**src/rtl/qr_seq_pkg.sv**
```systemverilog
package qr_seq_pkg;

  // Bits needed to hold values 0..max_val.
  function automatic int cnt_w(input int max_val);
    return (max_val < 2) ? 1 : $clog2(max_val + 1);
  endfunction

  typedef enum logic {
    PH_OFF = 1'b0,
    PH_ON  = 1'b1
  } gate_phase_e;

endpackage

```
**src/rtl/qr_valley_edge.sv**
```systemverilog
module qr_valley_edge #(
  parameter int SYNC_STAGES = 2
) (
  input  logic clk,
  input  logic rst,
  input  logic pulse_async_i,
  output logic rise_o
);
  localparam int MSB = SYNC_STAGES - 1;

  logic [MSB:0] sync_q;
  logic         last_q;

  generate
    if (SYNC_STAGES == 1) begin : g_one
      always_ff @(posedge clk) begin
        if (rst) sync_q <= '0;
        else     sync_q <= pulse_async_i;
      end
    end else begin : g_chain
      always_ff @(posedge clk) begin
        if (rst) sync_q <= '0;
        else     sync_q <= {sync_q[MSB-1:0], pulse_async_i};
      end
    end
  endgenerate

  always_ff @(posedge clk) begin
    if (rst) last_q <= 1'b0;
    else     last_q <= sync_q[MSB];
  end

  assign rise_o = sync_q[MSB] & ~last_q;

  // A held level yields only a single event cycle
  assert_single_event_R13: assert property (@(posedge clk) disable iff (rst)
    rise_o |=> !rise_o);

endmodule

```
**src/rtl/qr_valley_blank.sv**
```systemverilog
module qr_valley_blank
  import qr_seq_pkg::*;
#(
  parameter int BLANK_BASE_CYC     = 100,
  parameter int BLANK_PER_CODE_CYC = 1,
  parameter int CODE_W             = 8
) (
  input  logic              clk,
  input  logic              rst,
  input  logic              en_i,
  input  logic              load_i,
  input  logic [CODE_W-1:0] code_i,
  output logic              active_o
);
  localparam int MAXV = BLANK_BASE_CYC + ((1 << CODE_W) - 1) * BLANK_PER_CODE_CYC;
  localparam int BW   = cnt_w(MAXV);

  logic [BW-1:0] cnt_q;

  always_ff @(posedge clk) begin
    if (rst || !en_i) begin
      cnt_q <= '0;
    end else if (load_i) begin
      cnt_q <= BW'(BLANK_BASE_CYC) + BW'(code_i) * BW'(BLANK_PER_CODE_CYC);
    end else if (cnt_q != '0) begin
      cnt_q <= cnt_q - 1'b1;
    end
  end

  assign active_o = (cnt_q != '0);

  // Blank window shrinks by exactly one per cycle until it closes
  assert_blank_countdown_R11: assert property (@(posedge clk) disable iff (rst)
    (en_i && !load_i && cnt_q != '0) |=> (!en_i || cnt_q == $past(cnt_q) - 1'b1));

endmodule

```
**src/rtl/qr_period_timer.sv**
```systemverilog
module qr_period_timer
  import qr_seq_pkg::*;
#(
  parameter int MIN_PERIOD_CYC = 425,
  parameter int EXT_CYC        = 250,
  parameter int START_CYC      = 6500
) (
  input  logic clk,
  input  logic rst,
  input  logic en_i,
  input  logic gate_i,
  input  logic valley_i,
  output logic launch_o
);
  localparam int TOPV = START_CYC + MIN_PERIOD_CYC + EXT_CYC;
  localparam int PW   = cnt_w(TOPV);
  localparam logic [PW-1:0] SMIN_M1 = PW'(MIN_PERIOD_CYC - 1);
  localparam logic [PW-1:0] FB_M1   = PW'(MIN_PERIOD_CYC + EXT_CYC - 1);
  localparam logic [PW-1:0] ST_M1   = PW'(START_CYC - 1);
  localparam logic [PW-1:0] SAT     = PW'(TOPV);

  logic [PW-1:0] period_q;
  logic          seen_early_q;
  logic          primed_q;
  logic          win_open;
  logic          fb_due;
  logic          st_due;

  assign win_open = (period_q >= SMIN_M1);
  assign fb_due   = seen_early_q && (period_q >= FB_M1);
  assign st_due   = (period_q >= ST_M1);
  assign launch_o = en_i && !gate_i &&
                    (st_due || (primed_q && ((valley_i && win_open) || fb_due)));

  always_ff @(posedge clk) begin
    if (rst || !en_i) begin
      period_q     <= '0;
      seen_early_q <= 1'b0;
      primed_q     <= 1'b0;
    end else if (launch_o) begin
      period_q     <= '0;
      seen_early_q <= 1'b0;
      primed_q     <= 1'b1;
    end else begin
      if (period_q != SAT) period_q <= period_q + 1'b1;
      if (primed_q && valley_i && !win_open && !gate_i) seen_early_q <= 1'b1;
    end
  end

  // No turn-on before the minimum period has elapsed
  assert_min_period_R4: assert property (@(posedge clk) disable iff (rst)
    launch_o |-> (period_q >= SMIN_M1));

  // Starter always fires once its interval is used up
  assert_starter_fires_R6: assert property (@(posedge clk) disable iff (rst)
    (en_i && !gate_i && period_q >= ST_M1) |-> launch_o);

  // The first turn-on after enable comes from the starter alone
  assert_first_by_starter_R2: assert property (@(posedge clk) disable iff (rst)
    (launch_o && !primed_q) |-> (period_q == ST_M1));

endmodule

```
**src/rtl/qr_ontime_ctrl.sv**
```systemverilog
module qr_ontime_ctrl
  import qr_seq_pkg::*;
#(
  parameter int ON_MIN_CYC = 63,
  parameter int ON_MAX_CYC = 2350,
  parameter int LEB_CYC    = 20
) (
  input  logic clk,
  input  logic rst,
  input  logic gate_i,
  input  logic ton_done_i,
  input  logic ilim_i,
  output logic off_req_o
);
  localparam int OW = cnt_w(ON_MAX_CYC + LEB_CYC + ON_MIN_CYC);
  localparam logic [OW-1:0] MIN_M1 = OW'(ON_MIN_CYC - 1);
  localparam logic [OW-1:0] MAX_M1 = OW'(ON_MAX_CYC - 1);
  localparam logic [OW-1:0] LEBV   = OW'(LEB_CYC);

  logic [OW-1:0] on_q;

  always_ff @(posedge clk) begin
    if (rst || !gate_i)  on_q <= '0;
    else if (on_q != MAX_M1) on_q <= on_q + 1'b1;
  end

  assign off_req_o = gate_i &&
                     ((on_q >= MAX_M1) ||
                      (ton_done_i && on_q >= MIN_M1) ||
                      (ilim_i && on_q >= LEBV));

  // Inside both the blanking and the minimum window nothing ends the pulse
  assert_leb_min_hold_R10: assert property (@(posedge clk) disable iff (rst)
    (gate_i && on_q < LEBV && on_q < MIN_M1) |-> !off_req_o);

  // On-time count tracks the pulse from its first cycle
  assert_on_count_R8: assert property (@(posedge clk) disable iff (rst)
    (gate_i && !off_req_o) |=> (!gate_i || on_q == $past(on_q) + 1'b1));

endmodule

```
**src/rtl/qr_cycle_sequencer.sv**
```systemverilog
module qr_cycle_sequencer
  import qr_seq_pkg::*;
#(
  parameter int MIN_PERIOD_CYC     = 425,
  parameter int EXT_CYC            = 250,
  parameter int START_CYC          = 6500,
  parameter int ON_MIN_CYC         = 63,
  parameter int ON_MAX_CYC         = 2350,
  parameter int LEB_CYC            = 20,
  parameter int BLANK_BASE_CYC     = 100,
  parameter int BLANK_PER_CODE_CYC = 1,
  parameter int CODE_W             = 8,
  parameter int SYNC_STAGES        = 2
) (
  input  logic              clk,
  input  logic              rst,
  input  logic              enable,
  input  logic              valley_in,
  input  logic              on_done,
  input  logic              cur_limit,
  input  logic [CODE_W-1:0] peak_code,
  output logic              gate,
  output logic              cycle_start,
  output logic              cycle_end
);
  gate_phase_e phase_q;
  logic        start_q;
  logic        end_q;
  logic        valley_rise;
  logic        blank_active;
  logic        valley_ok;
  logic        launch;
  logic        off_req;
  logic        gate_on;

  assign gate_on   = (phase_q == PH_ON);
  assign valley_ok = valley_rise && !blank_active && !gate_on;

  qr_valley_edge #(
    .SYNC_STAGES(SYNC_STAGES)
  ) u_edge (
    .clk          (clk),
    .rst          (rst),
    .pulse_async_i(valley_in),
    .rise_o       (valley_rise)
  );

  qr_valley_blank #(
    .BLANK_BASE_CYC    (BLANK_BASE_CYC),
    .BLANK_PER_CODE_CYC(BLANK_PER_CODE_CYC),
    .CODE_W            (CODE_W)
  ) u_blank (
    .clk     (clk),
    .rst     (rst),
    .en_i    (enable),
    .load_i  (off_req),
    .code_i  (peak_code),
    .active_o(blank_active)
  );

  qr_period_timer #(
    .MIN_PERIOD_CYC(MIN_PERIOD_CYC),
    .EXT_CYC       (EXT_CYC),
    .START_CYC     (START_CYC)
  ) u_period (
    .clk     (clk),
    .rst     (rst),
    .en_i    (enable),
    .gate_i  (gate_on),
    .valley_i(valley_ok),
    .launch_o(launch)
  );

  qr_ontime_ctrl #(
    .ON_MIN_CYC(ON_MIN_CYC),
    .ON_MAX_CYC(ON_MAX_CYC),
    .LEB_CYC   (LEB_CYC)
  ) u_ontime (
    .clk       (clk),
    .rst       (rst),
    .gate_i    (gate_on),
    .ton_done_i(on_done),
    .ilim_i    (cur_limit),
    .off_req_o (off_req)
  );

  always_ff @(posedge clk) begin
    if (rst) begin
      phase_q <= PH_OFF;
      start_q <= 1'b0;
      end_q   <= 1'b0;
    end else if (!enable) begin
      phase_q <= PH_OFF;
      start_q <= 1'b0;
      end_q   <= gate_on;
    end else begin
      start_q <= launch;
      end_q   <= gate_on && off_req;
      case (phase_q)
        PH_OFF:  if (launch)  phase_q <= PH_ON;
        PH_ON:   if (off_req) phase_q <= PH_OFF;
        default: phase_q <= PH_OFF;
      endcase
    end
  end

  assign gate        = gate_on;
  assign cycle_start = start_q;
  assign cycle_end   = end_q;

  // Disable forces the gate off on the next edge
  assert_gate_off_disabled_R1: assert property (@(posedge clk) disable iff (rst)
    !enable |=> !gate);

  // Start strobe marks exactly the first high cycle
  assert_start_strobe_R12: assert property (@(posedge clk) disable iff (rst)
    cycle_start == $rose(gate));

  // End strobe marks exactly the first low cycle after a pulse
  assert_end_strobe_R12: assert property (@(posedge clk) disable iff (rst)
    cycle_end == $fell(gate));

endmodule

```
**config.mk**
```make
export PLATFORM = sky130hd
export DESIGN_NAME = qr_cycle_sequencer
export DESIGN_NICKNAME = d
export VERILOG_FILES = /design/src/rtl/qr_seq_pkg.sv /design/src/rtl/qr_valley_edge.sv /design/src/rtl/qr_valley_blank.sv /design/src/rtl/qr_period_timer.sv /design/src/rtl/qr_ontime_ctrl.sv /design/src/rtl/qr_cycle_sequencer.sv
export SDC_FILE = /design/constraint.sdc
export NUM_CORES = 1
export LEC_CHECK = 0
export BUFFER_PORTS_ARGS = -buffer_cell sky130_fd_sc_hd__buf_2
export CELL_PAD_IN_SITES_DETAIL_PLACEMENT = 0
export CELL_PAD_IN_SITES_GLOBAL_PLACEMENT = 2
export CORE_ASPECT_RATIO = 1.2
export CORE_MARGIN = 10
export CORE_UTILIZATION = 42
export CTS_BUF_LIST = sky130_fd_sc_hd__clkbuf_2
export DETAILED_ROUTE_END_ITERATION = 8
export PLACE_DENSITY_LB_ADDON = 0.25
export SLEW_MARGIN = 20
export SYNTH_ARGS = -nofsm -noshare
export SYNTH_HDL_FRONTEND = slang
export SYNTH_HIERARCHICAL = 1
export SYNTH_SLANG_ARGS = --single-unit
```
**constraint.sdc**
```tcl
create_clock -name clk -period 7.1 [get_ports clk]
set_clock_uncertainty 0.2 [all_clocks]
set_input_delay 0.355 -clock clk [delete_from_list [all_inputs] [get_ports clk]]
set_output_delay 0.355 -clock clk [all_outputs]
set_load 0.005 [all_outputs]
```
==> results.yml <==
power:
  irDropWorstVdd_uv: 89.1
  p_sw_share_pct: 29.6
  p_leak_nw: 0.942
  p_int_mw: 0.366
  p_sw_mw: 0.154
  cellPowerDensity_nw_per_um2: 199
  pwr-share-seq_pct: 50.2
  combPwrFrac_pct: 23.0
  power.share.clock_pct: 26.7
worst_setup_path:
  crit_buf_inv: 0
  worstPathRequired_ns: 7.24
  end_kind: "register"
  cp_max_fo: 22
  reg2reg_depth: 6
  cpLargestDelayFamily: "compound AO/OA/AOI/OAI gates"
  cp_num_cells: 6
  slowest_stage: "or4_4"
  path_class: "reg -> reg"
  slowest_delay_ns: 0.57
  crit_chain: "or4_4 > or3_4 > o31ai_2 > a31oi_2 > a2111oi_0 > a311o_1"
  startpoint_type: "register"
  arrival_ns: 3.04
final_layout:
  register_area_um2: 841
  area_growth_pct: 9.44
  final_nets: 309
  antenna_cells: 0
  design_area_um2: 2610
  multi_input_area_um2: 1450
  final_util_pct: 46.7
  final_common_cell: "dfxtp_1"
  fillers: 564
  layout_common_cells: "dfxtp_1 (42), nor2_1 (25), nand2_1 (18), xor2_1 (17), buf_2 (16)"
  instances_no_fill: 352
  drive_above_1_share_pct: 18.1
yosys:
  synthFlopType: "dfxtp_1"
  synth.distinct_cells: 60
  synth-seq-cells: 42
  yosysWarnings: 6
  async_reset_ff_share_pct: 0
  avgSynthCellArea_um2: 8.87
  synth_edf_count: 0
  synth_nets: 291
  netlist_instances: 269
  synth-seq-area-share_pct: 35.3
  synth_area_um2: 2380
grt:
  grt_pass1_wl_um: 8380
  overflow: 0
  first_global_vias: 1851
  grtUsageTotal_pct: 11.5
  antenna_found_initial: 0
  grt_max_degree: 23
placed_design:
  dpl.cell_count: 339
  place_congestion: 0.800
  post-dp-hpwl_um: 3620
  port_buffers: 16
  placed_area_um2: 2490
timing:
  grt_setup_unrepaired: "false"
  setup_tns_ns: 0
  hold_slack_ns: 0.0534
  setup_viol_count_final: 0
  worst_pin_slew_ns: 0.918
  slew_violations: 0
  fmax_mhz: 344
  period_needed_ns: 2.90
  relSlewSlack_pct: 38.6
  finalHoldViolations: 0
  timing.final.crit_share_pct: 40.9
cts:
  cts.sinks: 42
  htreeDepth: 2
  cts.clk_slew.worst_paths_ns: 0.21
  cts_made_buffers: 5
  insertion_delay_ns: 0.38
  cts_tree: "done"
  post_cts_resized: 0
  cts_hold_buf: 5
  root_buffer: "clkbuf_2"
  cts_setup_buffers: 0
  cts_max_path_buffers: 2
die:
  rows: 30
  io_pins: 17
  die_y_um: 103
  dieArea_um2: 9100
  start_util_pct: 42.6
  die_x_um: 88.8
  coreArea_um2: 5590
routing:
  drc: 0
  wl_per_cell_um: 13.8
  num_vias: 1936
  vias_per_cell: 5.50
  drt-total-wl_um: 4860
  drt_iter0_drc: 67
  postRouteAntennaNets: 0
  drtPass1Iterations: 4
outcome:
  outcome: "finished clean"
worst_hold_path:
  hp-class: "in -> reg"
  whs_path_depth: 3
run:
  cap_violations: 0
[area by class of cell]
cell class | instances | area share [%]
clock buffer | 7 | 1.34
tap | 64 | 3.07
timing repair buffer | 22 | 5.27
clock inverter | 1 | 1.15
sequential | 42 | 32.2
multi-input combinational | 206 | 55.5
inverter | 10 | 1.44
[worst min-delay path, cell delays in order]
cell and delay, ns:
buf_2 0.11, nand3_1 0.08, a21oi_1 0.06
[final timing paths]
path	start	endpoint	slack, ns
worst max-delay path	u_ontime/on_q[7]	u_blank/cnt_q[0]	4.20
worst min-delay path	peak_code[7]	u_blank/cnt_q[8]	0.05
worst max register to register	u_ontime/on_q[7]	u_blank/cnt_q[0]	4.20
worst min register to register	u_edge/sync_q[0]	u_edge/sync_q[1]	0.26
[cell usage after synthesis (all sizes together), types with 2 or more instances]
| master | count | area [um^2] |
|---|---|---|
| clkbuf | 4 | 17.5 |
| nor2b | 7 | 46.3 |
| nor4b | 2 | 23.8 |
| buf | 7 | 46.3 |
| a311o | 2 | 20.0 |
| o31ai | 2 | 20.0 |
| nor2 | 25 | 93.8 |
| nand2 | 19 | 73.8 |
| nand2b | 8 | 50.1 |
| nor3 | 20 | 161 |
| and2 | 2 | 12.5 |
| o211a | 4 | 40.0 |
| a2111oi | 2 | 17.5 |
| nand4b | 2 | 17.5 |
| or3 | 2 | 17.5 |
| ha | 8 | 100 |
| a21oi | 7 | 38.8 |
| inv | 10 | 37.5 |
| nor4 | 7 | 65.1 |
| nor3b | 2 | 20.0 |
| a311oi | 2 | 17.5 |
| xor2 | 17 | 149 |
| dfxtp | 42 | 841 |
| nand3 | 15 | 75.1 |
| and3 | 4 | 25.0 |
| a211oi | 2 | 15.0 |
| o21a | 2 | 16.3 |
| and4 | 2 | 17.5 |
| nand4 | 7 | 43.8 |
| o21ai | 8 | 40.0 |
| xnor2 | 12 | 105 |
| a31oi | 2 | 12.5 |
[power by group through the flow]
| stage | Clock (mW) | Combinational [mW] | Sequential [mW] |
|---|---|---|---|
| 2_1_floorplan | 0 | 0.0951 | 0.263 |
| 3_3_place_gp | 0 | 0.120 | 0.266 |
| 3_5_place_dp | 0 | 0.119 | 0.266 |
| 4_1_cts | 0.148 | 0.122 | 0.261 |
| 5_1_grt | 0.156 | 0.140 | 0.263 |
| 6_report | 0.139 | 0.120 | 0.261 |
[routing by layer]
metal / share of wire (%) / track usage, %
met1: 45 / 13.5
met2: 50 / 19.4
met3: 2.9 / 3.00
met4: 2.0 / 4.86
met5: 0 / 0
[cell families after synthesis]
family | synth area share [%]
AND/OR/NAND/NOR | 32.6
flip-flops | 35.3
buffers and inverters | 4.25
AO/OA/AOI/OAI | 12.1
adder cells (fa/ha/maj) | 4.20
multiplexers | 0.892
XOR/XNOR | 10.7
[stage by stage]
stage,setup slack [ns],power (mW)
after floorplan,4.60,0.358
after global placement,4.25,0.386
after detailed placement,4.24,0.384
after CTS,4.19,0.531
after global routing,3.96,0.559
final,4.20,0.520
[flip-flops by register name, summed over array words and instances, names as in the netlist]
name	count
cycle_end	1
cycle_start	1
gate	1
u_blank/cnt_q	9
u_edge/last_q	1
u_edge/sync_q	2
u_ontime/on_q	12
u_period/period_q	13
u_period/primed_q	1
u_period/seen_early_q	1
Note: power is estimated with default switching activity, not from simulation.
